<file path="src/rtl/qual_err_accum.sv">
module qual_err_accum #(
  parameter int W   = 80,
  parameter int CW  = 16,
  parameter int PSW = 5
) (
  input  logic             clk,
  input  logic             rst_n,
  input  logic             clear,
  input  logic             enable,
  input  logic             det_en,
  input  logic [W-1:0]     rx_word,
  input  logic [W-1:0]     off_word,
  input  logic [2*W-1:0]   qual_pat,
  input  logic [2*W-1:0]   qual_mask,
  input  logic [2*W-1:0]   err_mask,
  input  logic [PSW-1:0]   prescale,
  output logic [CW-1:0]    sample_cnt,
  output logic [CW-1:0]    error_cnt,
  output logic             saturated
);
  localparam int HW    = 2 * W;
  localparam int PCW   = (2 ** PSW) + 1;
  localparam int PCNTW = $clog2(W + 1);
  localparam int SW    = CW + PCNTW;
  localparam logic [CW-1:0] CMAX    = '1;
  localparam logic [CW-1:0] CNT_ONE = CW'(1);

  logic [HW-1:0]  dhist, mhist;
  logic [PCW-1:0] pcnt;

  wire [W-1:0]  mism_now = det_en ? (rx_word ^ off_word) : off_word;

  always_ff @(posedge clk or negedge rst_n)
    if (!rst_n) begin
      dhist <= '0;
      mhist <= '0;
    end else begin
      dhist <= {dhist[W-1:0], rx_word};
      mhist <= {mhist[W-1:0], mism_now};
    end

  wire qual_hit = &((dhist ~^ qual_pat) | qual_mask);

  wire [HW-1:0] err_vec     = mhist & ~err_mask;
  wire [HW-1:0] open_bits   = ~err_mask;
  wire          single_open = (open_bits != '0) && ((open_bits & (open_bits - HW'(1))) == '0);
  wire          upper_open  = ~&err_mask[HW-1:W];
  wire          ev_mode     = upper_open | single_open;

  function automatic logic [PCNTW-1:0] popc(input logic [W-1:0] v);
    logic [PCNTW-1:0] r;
    r = '0;
    for (int i = 0; i < W; i++) r += {{(PCNTW-1){1'b0}}, v[i]};
    return r;
  endfunction

  wire [SW-1:0] err_add = ev_mode ? SW'(|err_vec) : SW'(popc(err_vec[W-1:0]));
  wire [SW-1:0] err_sum = SW'(error_cnt) + err_add;
  wire [CW-1:0] err_nxt = (err_sum > SW'(CMAX)) ? CMAX : err_sum[CW-1:0];

  wire [PCW-1:0] pre_lim  = (PCW'(1) << ({1'b0, prescale} + 1'b1)) - PCW'(1);
  wire           pre_wrap = (pcnt == pre_lim);

  assign saturated = (sample_cnt == CMAX) | (error_cnt == CMAX);
  wire active = enable & qual_hit & ~saturated;

  always_ff @(posedge clk or negedge rst_n)
    if (!rst_n) begin
      pcnt       <= '0;
      sample_cnt <= '0;
      error_cnt  <= '0;
    end else if (clear) begin
      pcnt       <= '0;
      sample_cnt <= '0;
      error_cnt  <= '0;
    end else if (active) begin
      pcnt      <= pre_wrap ? '0 : pcnt + PCW'(1);
      error_cnt <= err_nxt;
      if (pre_wrap) sample_cnt <= sample_cnt + CNT_ONE;
    end

  assert_clear_zero_R8: assert property (@(posedge clk) disable iff (!rst_n)
    clear |=> (sample_cnt == '0) && (error_cnt == '0) && !saturated);

  assert_frozen_sat_R7: assert property (@(posedge clk) disable iff (!rst_n)
    saturated && !clear |=> $stable(sample_cnt) && $stable(error_cnt));

  assert_idle_hold_R10: assert property (@(posedge clk) disable iff (!rst_n)
    !enable && !clear |=> $stable(sample_cnt) && $stable(error_cnt));

  assert_unqualified_hold_R3: assert property (@(posedge clk) disable iff (!rst_n)
    !qual_hit && !clear |=> $stable(sample_cnt) && $stable(error_cnt));

  assert_sample_step_R4: assert property (@(posedge clk) disable iff (!rst_n)
    !clear |=> (sample_cnt == $past(sample_cnt)) || (sample_cnt == $past(sample_cnt) + CNT_ONE));

  assert_event_step_R6: assert property (@(posedge clk) disable iff (!rst_n)
    ev_mode && !clear |=> (error_cnt == $past(error_cnt)) || (error_cnt == $past(error_cnt) + CNT_ONE));

  assert_err_rise_R9: assert property (@(posedge clk) disable iff (!rst_n)
    !clear |=> error_cnt >= $past(error_cnt));
endmodule

</file>
<file path="config.mk">
export PLATFORM = sky130hd
export DESIGN_NAME = qual_err_accum
export DESIGN_NICKNAME = d
export VERILOG_FILES = /design/src/rtl/qual_err_accum.sv
export SDC_FILE = /design/constraint.sdc
export NUM_CORES = 1
export LEC_CHECK = 0
export ABC_AREA = 1
export BUFFER_PORTS_ARGS = -buffer_cell sky130_fd_sc_hd__buf_2
export CORE_AREA = 2 2 265 267
export DETAILED_ROUTE_END_ITERATION = 8
export DIE_AREA = 0 0 267 269
export PLACE_DENSITY_LB_ADDON = 0.3
export SETUP_SLACK_MARGIN = 0.15
export SLEW_MARGIN = 20
export SYNTH_ARGS = -nofsm -noshare
export SYNTH_HDL_FRONTEND = slang
export SYNTH_SLANG_ARGS = --single-unit
</file>
<file path="constraint.sdc">
create_clock -name clk -period 9.57 [get_ports clk]
set_clock_uncertainty 0.05 [all_clocks]
set_input_delay 0.4785 -clock clk [delete_from_list [all_inputs] [get_ports clk]]
set_output_delay 0.4785 -clock clk [all_outputs]
set_load 0.1 [all_outputs]
</file>
==> key figures <==
Critical path
  – Crit path top cell by count: fa_1
  – CP max stage cell: fa_1
  – Critical Path RT: a little over 10 ns
  – Worst setup EP type: register
  – Crit path max fanout: 4
  – CP Class: register to register
  – WP data arrival: 8.77 ns
  – Critical path launch point type: register
  – CP peak stage delay: roughly 0.56 ns

Power
  – PwrDens: around 210 mW/mm2
  – Pwr Total: 6950 uW
  – P_leak: 0.0169 uW
  – VDD IR max: between 0.6 and 0.7 mV

Synth
  – Syn avg cell area: roughly 7 um2
  – Post-synthesis sequential area ratio: 35.7%
  – Cells after synthesis: 3856
  – Cell area after synthesis: 0.0270 mm2
  – Synthesis warning total: 0
  – Mapped Nets: ~4.6k
  – Synth Flop Type: dfrtp_1
  – Distinct cell type count after synthesis: 53
  – Post-synth EDFFs: 0
  – Synth Register Bits: 385
  – Asr flop ratio synth: 100%

Final layout
  – Final Non-Filler Cells: 5631
  – Share of layout cells above drive strength 1: 17.5%
  – Core Util, Final: between 40% and 50%
  – Fill cell count: ~7.2k
  – Nets: 5372
  – Syn-to-layout area delta: 25.3%

Global routing
  – Global-route wire length before repair: 216000 um
  – Vias in the first global route: 29.1k
  – Total track usage: 43.8%
  – Antenna violations before repair: 45
  – Gr ovfl total: 0
  – Largest net degree at the start of global routing: 150

Floorplanning
  – Num rows: between 90 and 100
  – Die height: 269 um
  – Die W: 267 um
  – IO Count: 683
  – Initial Util: 38.9%
  – Placeable Area: 0.0693 mm2
  – Die footprint: 0.0718 mm2

STA
  – RSZ-0062 raised after global routing: false
  – Final hold vios: 0
  – Min Tclk post-route: 8.29 ns
  – Setup WS post-layout: approximately 1.3 ns
  – Count of final setup violators: 0
  – Worst slew pin tran: between 0.9 and 1 ns
  – Max Clk Rate: 0.121 GHz
  – Tcrit/Tclk final: 86.7%
  – Slew Viols, Final: 0
  – Fin Setup TNS: 0 ns
  – Slew margin rel.: 35.3%

Drt
  – DRT Pass-1 Iters: 6
  – Vias post-DR: between 30k and 40k
  – Drt wl/cell: 28.3 um
  – Starting DRC count in detailed routing: 3380
  – Vias per Instance: 5.39
  – Final wirelength: between 150000 and 200000 um
  – DRC viols: 0
  – Antenna Nets Post-Route: 0

Place
  – Placer Congestion: 1.13
  – Post-DP HPWL: ~140000 um
  – Post-placement setup slack: roughly 0.84 ns
  – Placed Cells incl. Taps: 5459
  – IO buf count: 682

Clocking
  – Root Buffer: clkbuf_16
  – Clk Latency, worst-skew pair: roughly 0.6 ns
  – Num CTS Buffers: 45
  – CTS clock-pin slew for the worst setup and hold paths: roughly 0.06 ns
  – Max Root-Sink Buffers: 3
  – CTS tree: done
  – Post-cts resize count: 0
  – # H-tree levels: 2
  – CTS Sinks: 385

Hold path
  – Hold WC Path Type: input port to register

Status
  – Status: finished, final reports clean

Run
  – Max Cap Viol: 0
flip-flops by register name (all words and copies together) (netlist names):
| name | count |
|---|---|
| pcnt | 33 |
| sample_cnt | 16 |
| mhist | 160 |
| error_cnt | 16 |
| dhist | 160 |
synthesized netlist by cell type (all sizes together) (2+ instances only):
cell type / n / area share, %
o31ai: 5 / 0.14
nor3: 77 / 1.4
and2: 8 / 0.19
xnor2: 132 / 4.3
or2: 5 / 0.12
nand2: 1041 / 15
o22ai: 54 / 1.3
dfrtp: 385 / 36
nand3: 168 / 3.2
clkbuf: 18 / 0.25
nor4b: 7 / 0.23
nor4: 42 / 0.97
o2111ai: 3 / 0.12
nor3b: 6 / 0.17
a21o: 4 / 0.11
xor2: 139 / 4.5
a31oi: 2 / 0.046
nand4: 100 / 2.4
o21ai: 122 / 2.3
a2111oi: 2 / 0.065
o211ai: 5 / 0.14
buf: 12 / 0.28
nor2: 668 / 9.4
and3: 2 / 0.046
ha: 27 / 1.3
a22o: 18 / 0.58
nand3b: 13 / 0.36
a21oi: 43 / 0.80
fa: 70 / 5.2
o21bai: 23 / 0.64
a31o: 2 / 0.065
inv: 647 / 9.0
critical path, delay by kind of cell, from the launching register on:
family                     cells  cell delay [ns]
and+or+nand+nor                9             1.34
buffers and inverters          7             0.42
DFF                            1             0.35
adders and majority gates     11             5.24
AOI/OAI and AO/OA              7             0.82
through the flow:
stage | hold WS, ns | cell area, um2
6_report | 0.0274 | 33800
5_1_grt | 0.00337 | 33800
4_1_cts | 0.00422 | 33700
3_5_place_dp | 0.310 | 31500
3_3_place_gp | 0.305 | 31500
2_1_floorplan | 0.133 | 27000
power breakdown:
part | leakage [uW] | switching [uW] | total, uW | internal [uW]
Clock | 0.000769 | 785 | 1860 | 1080
Sequential | 0.00464 | 87.4 | 1820 | 1730
Combinational | 0.0115 | 1950 | 3270 | 1320
routing by layer:
metal  track usage, %  up-vias  share of wire (%)
li1                 -    13600                  -
met1             53.3    14500                 38
met2             68.6     1812                 44
met3             9.53      477                9.2
met4             32.4       12                8.5
met5                0        -              0.046
cell usage in the layout, fill, tap and decap left out, types with 6 or more instances in the layout:
cell	count
nor2_1	653
fa_1	70
o22ai_1	54
clkinv_2	10
inv_1	638
o21bai_1	23
nor2_2	14
a21oi_1	43
dfrtp_1	385
xor2_1	139
nor4b_1	7
xnor2_1	132
o21ai_0	119
dlygate4sd3_1	59
nor3b_1	6
clkbuf_16	45
buf_2	680
clkinvlp_4	6
diode_2	31
nand3_1	167
nand2_2	8
nor3_1	76
and2_1	6
bufinv_16	6
nor4_1	42
inv_2	8
ha_1	27
buf_4	11
nand2_1	1031
nand4_1	99
nand3b_1	13
a22o_1	18
final cells by class:
cell class / instances / area (um2) / share of cell area (%)
clock inverter: 30 / 407 / 1.20
tap: 940 / 1180 / 3.48
inverter: 647 / 2430 / 7.19
antenna: 31 / 77.6 / 0.229
clock buffer: 52 / 1190 / 3.53
sequential: 385 / 9630 / 28.5
timing repair buffer: 752 / 4110 / 12.2
multi-input combinational: 2794 / 14800 / 43.7
logic make-up (layout without fill, tap and decap cells):
logic type | after synthesis | count (layout) | synth area share (%)
adder cells (fa/ha/maj) | 97 | 97 | 6.45
AND/OR/NAND/NOR | 2137 | 2137 | 33.1
XOR/XNOR | 271 | 271 | 8.80
buffers and inverters | 677 | 1481 | 9.54
AO/OA/AOI/OAI | 288 | 288 | 6.38
other | 1 | 32 | 0.0139
flip-flops | 385 | 385 | 35.7
timing repair:
action	CTS	global route
hold buffers	59	0
endpoints found under the setup margin	0	0
endpoints found under the hold margin	156	0
setup buffers	0	0
final timing paths:
path / start / end / depth (start not counted) / slack (ns)
setup / recovery: mhist[35] / error_cnt[14] / 34 / 1.28
hold / removal: rx_word[49] / dhist[49] / 1 / 0.03
setup reg to reg: mhist[35] / error_cnt[14] / 34 / 1.28
hold reg to reg: mhist[15] / mhist[95] / 0 / 0.32
max in group asynchronous: rst_n / mhist[106] / 3 / 7.45
min in group asynchronous: rst_n / sample_cnt[8] / 2 / 0.43
Power figures use the tool's default switching activity.
